<file path="config.mk">
export PLATFORM = sky130hd
export DESIGN_NAME = pclk_gate_bank
export DESIGN_NICKNAME = d
export VERILOG_FILES = /design/src/rtl/pclk_gate_bank.sv
export SDC_FILE = /design/constraint.sdc
export NUM_CORES = 1
export LEC_CHECK = 0
export BUFFER_PORTS_ARGS = -buffer_cell sky130_fd_sc_hd__clkbuf_2
export CAP_MARGIN = 0
export CELL_PAD_IN_SITES_DETAIL_PLACEMENT = 1
export CELL_PAD_IN_SITES_GLOBAL_PLACEMENT = 2
export CORE_MARGIN = 2
export CORE_UTILIZATION = 23
export DETAILED_ROUTE_END_ITERATION = 8
export GPL_ROUTABILITY_DRIVEN = 0
export PLACE_DENSITY_LB_ADDON = 0.15
export SLEW_MARGIN = 0
export SYNTH_ARGS = -nofsm -noshare
export SYNTH_HDL_FRONTEND = slang
export SYNTH_SLANG_ARGS = --single-unit
</file>
<file path="constraint.sdc">
create_clock -name clk -period 1.39 [get_ports clk]
set_input_delay 0.139 -clock clk [delete_from_list [all_inputs] [get_ports clk]]
set_output_delay 0.139 -clock clk [all_outputs]
set_load 0.03 [all_outputs]
</file>
<file path="src/rtl/pclk_gate_bank.sv">
module pclk_gate_bank #(
  parameter int                 NIDS      = 32,
  parameter int                 AW        = 4,
  parameter logic [NIDS-1:0]    IMPL_MASK = '1
) (
  input  logic            clk,
  input  logic            rst_n,
  input  logic [AW-1:0]   reg_addr,
  input  logic [NIDS-1:0] reg_wdata,
  input  logic            reg_we,
  output logic [NIDS-1:0] reg_rdata,
  output logic [NIDS-1:0] clk_en
);

  localparam logic [AW-1:0] OFS_SET  = AW'(4'h0);
  localparam logic [AW-1:0] OFS_CLR  = AW'(4'h4);
  localparam logic [AW-1:0] OFS_STAT = AW'(4'h8);

  logic [NIDS-1:0] en_q;
  logic            hit_set, hit_clr;

  assign hit_set = reg_we && (reg_addr == OFS_SET);
  assign hit_clr = reg_we && (reg_addr == OFS_CLR);

  always_ff @(posedge clk or negedge rst_n) begin
    if (!rst_n)       en_q <= '0;
    else if (hit_set) en_q <= en_q | (reg_wdata & IMPL_MASK);
    else if (hit_clr) en_q <= en_q & ~reg_wdata;
  end

  assign clk_en    = hit_clr ? (en_q & ~reg_wdata) : en_q;
  assign reg_rdata = (reg_addr == OFS_STAT) ? en_q : '0;

  AST_RESET_CLEAR: assert property (@(posedge clk) disable iff (!rst_n)
    $rose(rst_n) |-> (en_q == '0));

  AST_SET_TAKES: assert property (@(posedge clk) disable iff (!rst_n)
    hit_set |=> ((en_q & $past(reg_wdata & IMPL_MASK)) == $past(reg_wdata & IMPL_MASK)));

  AST_CLR_NOW: assert property (@(posedge clk) disable iff (!rst_n)
    hit_clr |-> ((clk_en & reg_wdata) == '0));

  AST_CLR_HELD: assert property (@(posedge clk) disable iff (!rst_n)
    hit_clr |=> ((en_q & $past(reg_wdata)) == '0));

  AST_IDLE_STABLE: assert property (@(posedge clk) disable iff (!rst_n)
    !(hit_set || hit_clr) |=> (en_q == $past(en_q)));

  AST_UNIMPL_ZERO: assert property (@(posedge clk) disable iff (!rst_n)
    ((clk_en | reg_rdata) & ~IMPL_MASK) == '0);

  AST_WO_READ_ZERO: assert property (@(posedge clk) disable iff (!rst_n)
    (reg_addr != OFS_STAT) |-> (reg_rdata == '0));

endmodule

</file>
==> results of run 1 <==
[cells in the mapped netlist, types with 2 or more instances]
cell type  number  area share (%)
inv_1          46             9.2
a21o_1          7             2.8
o21a_1          7             2.8
o31ai_1        23             9.2
buf_1           2            0.40
dfrtp_1        32              43
clkbuf_1        9             1.8
buf_6           3             1.8
o21ai_1        20             5.3
and2_1         34              11
o21ai_0         3            0.80
a22o_1          2            0.94
nand2_1        30             6.0
nand4_1         2            0.67
[cells by family after synthesis]
| family | Yosys count | share of synthesized area (%) |
|---|---|---|
| AO/OA/AOI/OAI | 62 | 21.9 |
| buffers and inverters | 62 | 13.8 |
| flip-flops | 32 | 42.8 |
| AND/OR/NAND/NOR | 74 | 21.6 |
[path summary, 6_finish.rpt]
check | start | end | slack (ns)
hold reg to reg | en_q[4] | en_q[4] | 0.53
setup reg to reg | en_q[23] | en_q[23] | 0.50
max in group asynchronous | rst_n | en_q[28] | 0.64
hold / removal | reg_wdata[26] | en_q[26] | 0.06
min in group asynchronous | rst_n | en_q[8] | 0.42
setup / recovery | reg_addr[1] | reg_rdata[1] | -0.03
[through the flow]
step,std cells,worst slack (ns),hold slack [ns]
after floorplan,230,0.00400,-0.157
after global placement,436,-0.159,0.213
after detailed placement,436,-0.153,0.208
after CTS,451,-0.0595,0.0528
after global routing,453,-0.0600,0.0639
final,453,-0.0252,0.0632
[cell type report]
class	count	area share (%)
Clock buffer	8	2.43
Inverter	46	4.66
Sequential cell	32	21.6
Timing Repair Buffer	129	33.4
Tap cell	102	3.45
Multi-Input combinational cell	136	34.5
[worst reg2reg max path, delay by kind of cell, from the launching register on]
| family | cells | cell delay, ns |
|---|---|---|
| flip-flops | 1 | 0.39 |
| AO/OA/AOI/OAI | 2 | 0.27 |
| buffers and inverters | 1 | 0.13 |
[where the power goes]
group	internal, µW	leakage [µW]	switching, µW
sequential	1150	0.000392	203
clock	404	0.0000455	362
combinational	850	0.00142	1040
[per-layer routing]
layer | wire length, µm | global-route usage, % | vias to the layer above
li1 | - | - | 973
met1 | 3020 | 20.1 | 978
met2 | 3410 | 26.1 | 60
met3 | 410 | 3.37 | 12
met4 | 114 | 5.43 | 0
met5 | 0 | 0 | -
[timing repair]
action,in CTS,in global routing
gates cloned,3,0
resized for setup,166,78
endpoints found under the setup margin,62,62
hold buffers,1,0
setup buffers,3,3
endpoints found under the hold margin,32,0
pin swaps,29,8
==> impl_metrics.env, run 1 <==
export IMPL_antenna_found_initial=0
export IMPL_r2r_cells=3
export IMPL_layout_setup_ws_ns=-0.0252
export IMPL_io_buffers=102
export IMPL_synth_edf_count=0
export IMPL_wl_um=6950
export IMPL_syn_nets=269
export IMPL_violations="negative setup slack"
export IMPL_critPathSlowestCell="or2_4"
export IMPL_final_common_cell="inv_1"
export IMPL_crit_family="simple AND/OR/NAND/NOR gates"
export IMPL_drt_first_pass_iters=3
export IMPL_drv_cap=0
export IMPL_track_usage_pct=15.7
export IMPL_most_common_layout_cells="inv_1, clkbuf_2, buf_8, and2_4, dfrtp_1"
export IMPL_cts_max_level=2
export IMPL_cts_root_buf="clkbuf_8"
export IMPL_ys_types=24
export IMPL_rsz0062_at_grt="yes"
export IMPL_status="complete, but fails checks"
export IMPL_wl_per_cell_um=15.3
export IMPL_end_kind="primary output"
export IMPL_power_leakage_uw=0.00186
export IMPL_yosys_register_bits=32
export IMPL_cp_cell_sequence="buf_8 -> or2_4 -> nor3b_4 -> buf_6 -> buf_8 -> and2_4 -> buf_8"
export IMPL_die_height_um=94.2
export IMPL_power_density_nw_per_um2=1080
export IMPL_place_area_um2=2630
export IMPL_clk_latency_ns=0.29
export IMPL_fin_tns_setup_ns=-0.273
export IMPL_drive_above_1_share_pct=57.3
export IMPL_drc_errors=0
export IMPL_area_growth_pct=97.7
export IMPL_max_stage_delay_ns=0.27
export IMPL_ys_flop_type="dfrtp_1"
export IMPL_grt_max_degree=33
export IMPL_seqCellArea_um2=801
export IMPL_viasPerCell=4.47
export IMPL_top_register="en_q"
export IMPL_slew_violations=0
export IMPL_cpMostUsedCell="buf_8"
export IMPL_nNetsFinal=389
export IMPL_place_hpwl_um=4640
export IMPL_design_area_um2=3700
export IMPL_syn_area_um2=1870
export IMPL_relSlewSlack_pct=69.5
export IMPL_cp_max_fo=7
export IMPL_cp_depth=7
export IMPL_cts_sinks=32
export IMPL_period_share_pct=102
export IMPL_cts_buffers=5
export IMPL_die_area_um2=8880
export IMPL_cts_tree="done"
export IMPL_clkTransAtPathRegs_ns=0.07
export IMPL_hold_viol=0
export IMPL_critPathBufInv=4
export IMPL_core_um2=7810
export IMPL_core_rowCount=32
export IMPL_setup_violations=32
export IMPL_cts_buffer_depth=2
export IMPL_cp_start_kind="primary input"
export IMPL_boundaryPins=103
export IMPL_overflow=0
export IMPL_grt_pass1_wl_um=10700
export IMPL_die_width_um=94.2
export IMPL_hp_class="in -> reg"
export IMPL_num_antenna_cells=0
export IMPL_reg_largest_list="en_q: 32 flops"
export IMPL_largest_reg_flops=32
export IMPL_ant_nets=0
export IMPL_layout_filler_cells=901
export IMPL_synth_seq_area_share_pct=42.8
export IMPL_hold_depth=2
export IMPL_yosysWarnings=0
export IMPL_post_route_util_pct=47.4
export IMPL_required_ns=1.25
export IMPL_synthArstFlopShare_pct=100
export IMPL_cp_arrival_ns=1.28
export IMPL_synth_area_per_cell_um2=8.14
export IMPL_p_total_uw=4010
export IMPL_crit_type="in -> out"
export IMPL_fin_crit_ns=1.42
export IMPL_clock_fmax_mhz=707
export IMPL_tightest_slew_ns=0.457
export IMPL_via_count=2023
export IMPL_drt_iter0_drc=35
export IMPL_fin_skew_ns=0
export IMPL_grt_pass1_vias=2102
export IMPL_multi_input_area_um2=1280
export IMPL_floorplan_initialDensity_pct=24.0
export IMPL_synth_cells=230
export IMPL_peakVddDrop_mv=0.447
No activity file was read; power rests on OpenSTA's default activity.
==> run 2: changes to the inputs <==
--- a/config.mk
+++ b/config.mk
@@ -9,11 +9,13 @@
 export CAP_MARGIN = 0
 export CELL_PAD_IN_SITES_DETAIL_PLACEMENT = 1
 export CELL_PAD_IN_SITES_GLOBAL_PLACEMENT = 2
+export CORE_ASPECT_RATIO = 0.9
 export CORE_MARGIN = 2
 export CORE_UTILIZATION = 23
 export DETAILED_ROUTE_END_ITERATION = 8
 export GPL_ROUTABILITY_DRIVEN = 0
 export PLACE_DENSITY_LB_ADDON = 0.15
+export SKIP_CTS_REPAIR_TIMING = 1
 export SLEW_MARGIN = 0
 export SYNTH_ARGS = -nofsm -noshare
 export SYNTH_HDL_FRONTEND = slang
==> run 2 against run 1 <==
Compared with the run above:
- wire length is 4.7% lower
- hold slack gained 0.015 ns
- critical path type unchanged
- the run still ends with negative setup slack left
- non-clock buffer count down 5
==> impl_metrics.env, run 2 (synthesis results as in run 1) <==
export IMPL_die_area_um2=8880
export IMPL_hold_viol=0
export IMPL_reg_largest_list="en_q: 32 flops"
export IMPL_period_share_pct=104
export IMPL_cp_start_kind="primary input"
export IMPL_viasPerCell=4.40
export IMPL_top_register="en_q"
export IMPL_place_hpwl_um=4740
export IMPL_clk_latency_ns=0.28
export IMPL_floorplan_initialDensity_pct=23.4
export IMPL_fin_skew_ns=0
export IMPL_overflow=0
export IMPL_drt_first_pass_iters=3
export IMPL_ant_nets=0
export IMPL_drv_cap=0
export IMPL_relSlewSlack_pct=69.0
export IMPL_crit_type="in -> out"
export IMPL_io_buffers=102
export IMPL_grt_pass1_vias=1870
export IMPL_most_common_layout_cells="clkbuf_2, inv_1, buf_6, dfrtp_1, nand2_1"
export IMPL_power_density_nw_per_um2=1110
export IMPL_required_ns=1.25
export IMPL_grt_max_degree=24
export IMPL_largest_reg_flops=32
export IMPL_grt_pass1_wl_um=9620
export IMPL_power_leakage_uw=0.00175
export IMPL_cts_root_buf="clkbuf_8"
export IMPL_wl_per_cell_um=14.9
export IMPL_die_width_um=99.1
export IMPL_antenna_found_initial=0
export IMPL_die_height_um=89.6
export IMPL_cts_sinks=32
export IMPL_setup_violations=37
export IMPL_status="complete, but fails checks"
export IMPL_drt_iter0_drc=25
export IMPL_clkTransAtPathRegs_ns=0.07
export IMPL_cts_tree="done"
export IMPL_wl_um=6620
export IMPL_hp_class="in -> reg"
export IMPL_ff2ff_setup_slack_ns=0.50
export IMPL_boundaryPins=103
export IMPL_dp_cells=431
export IMPL_clock_fmax_mhz=689
export IMPL_drive_above_1_share_pct=57.1
export IMPL_cp_arrival_ns=1.31
export IMPL_num_antenna_cells=0
export IMPL_final_common_cell="clkbuf_2"
export IMPL_peakVddDrop_mv=0.388
export IMPL_tightest_slew_ns=0.465
export IMPL_cp_max_fo=6
export IMPL_rsz0062_at_grt="yes"
export IMPL_cts_buffer_depth=2
export IMPL_core_um2=7990
export IMPL_nNetsFinal=384
export IMPL_drc_errors=0
export IMPL_track_usage_pct=13.9
export IMPL_timing_hold_ws_ns=0.0782
export IMPL_fin_tns_setup_ns=-1.54
export IMPL_post_place_ws_ns=-0.181
export IMPL_fin_cells=444
export IMPL_violations="negative setup slack"
export IMPL_core_rowCount=31
export IMPL_slew_violations=0
export IMPL_end_kind="primary output"
export IMPL_fin_crit_ns=1.45
export IMPL_via_count=1953
export IMPL_layout_setup_ws_ns=-0.0616
export IMPL_cts_max_level=2
export IMPL_area_growth_pct=79.1
export IMPL_cts_buffers=5
==> run 2: final timing paths <==
kind,from,to,cells after the start
max,reg_addr[0],reg_rdata[9],7
min,reg_wdata[31],en_q[31],2
max reg2reg,en_q[27],en_q[27],3
min reg2reg,en_q[17],en_q[17],2
max in group asynchronous,rst_n,en_q[10],3
min in group asynchronous,rst_n,en_q[24],2
==> run 2: per-stage QoR <==
stage               util [%]  instance area, µm²  power (µW)
floorplan                  -                1920        2190
global placement        32.9                2630        2660
detailed placement      32.9                2630        2680
CTS                     33.9                2710        3380
global route            42.0                3350        3940
finish                  42.0                3350        3720
==> run 2: where the power goes <==
group / internal, µW / total (µW) / switching (µW) / leakage (µW)
Clock: 341 / 696 / 356 / 0.0000410
Combinational: 693 / 1690 / 1000 / 0.00132
Sequential: 1150 / 1320 / 175 / 0.000392
==> run 2: routing by layer <==
layer,track usage [%],vias to the layer above,wire [µm]
li1,-,961,-
met1,19.2,925,3050
met2,21.7,63,3160
met3,3.56,4,365
met4,4.11,0,51
met5,0,-,0
==> run 2: final cells by class <==
type | count | area, µm²
Clock inverter | 1 | 5.00
Fill cell | 945 | 4640
Clock buffer | 6 | 72.6
Sequential cell | 32 | 801
Tap cell | 99 | 124
Inverter | 46 | 173
Timing Repair Buffer | 124 | 1010
Multi-Input combinational cell | 136 | 1160
==> run 2: critical path, cell delays in order <==
cell and delay [ns]:
buf_6 0.10, or2_4 0.27, nor3b_4 0.25, buf_6 0.15
clkbuf_16 0.14, and2_4 0.14, buf_6 0.12
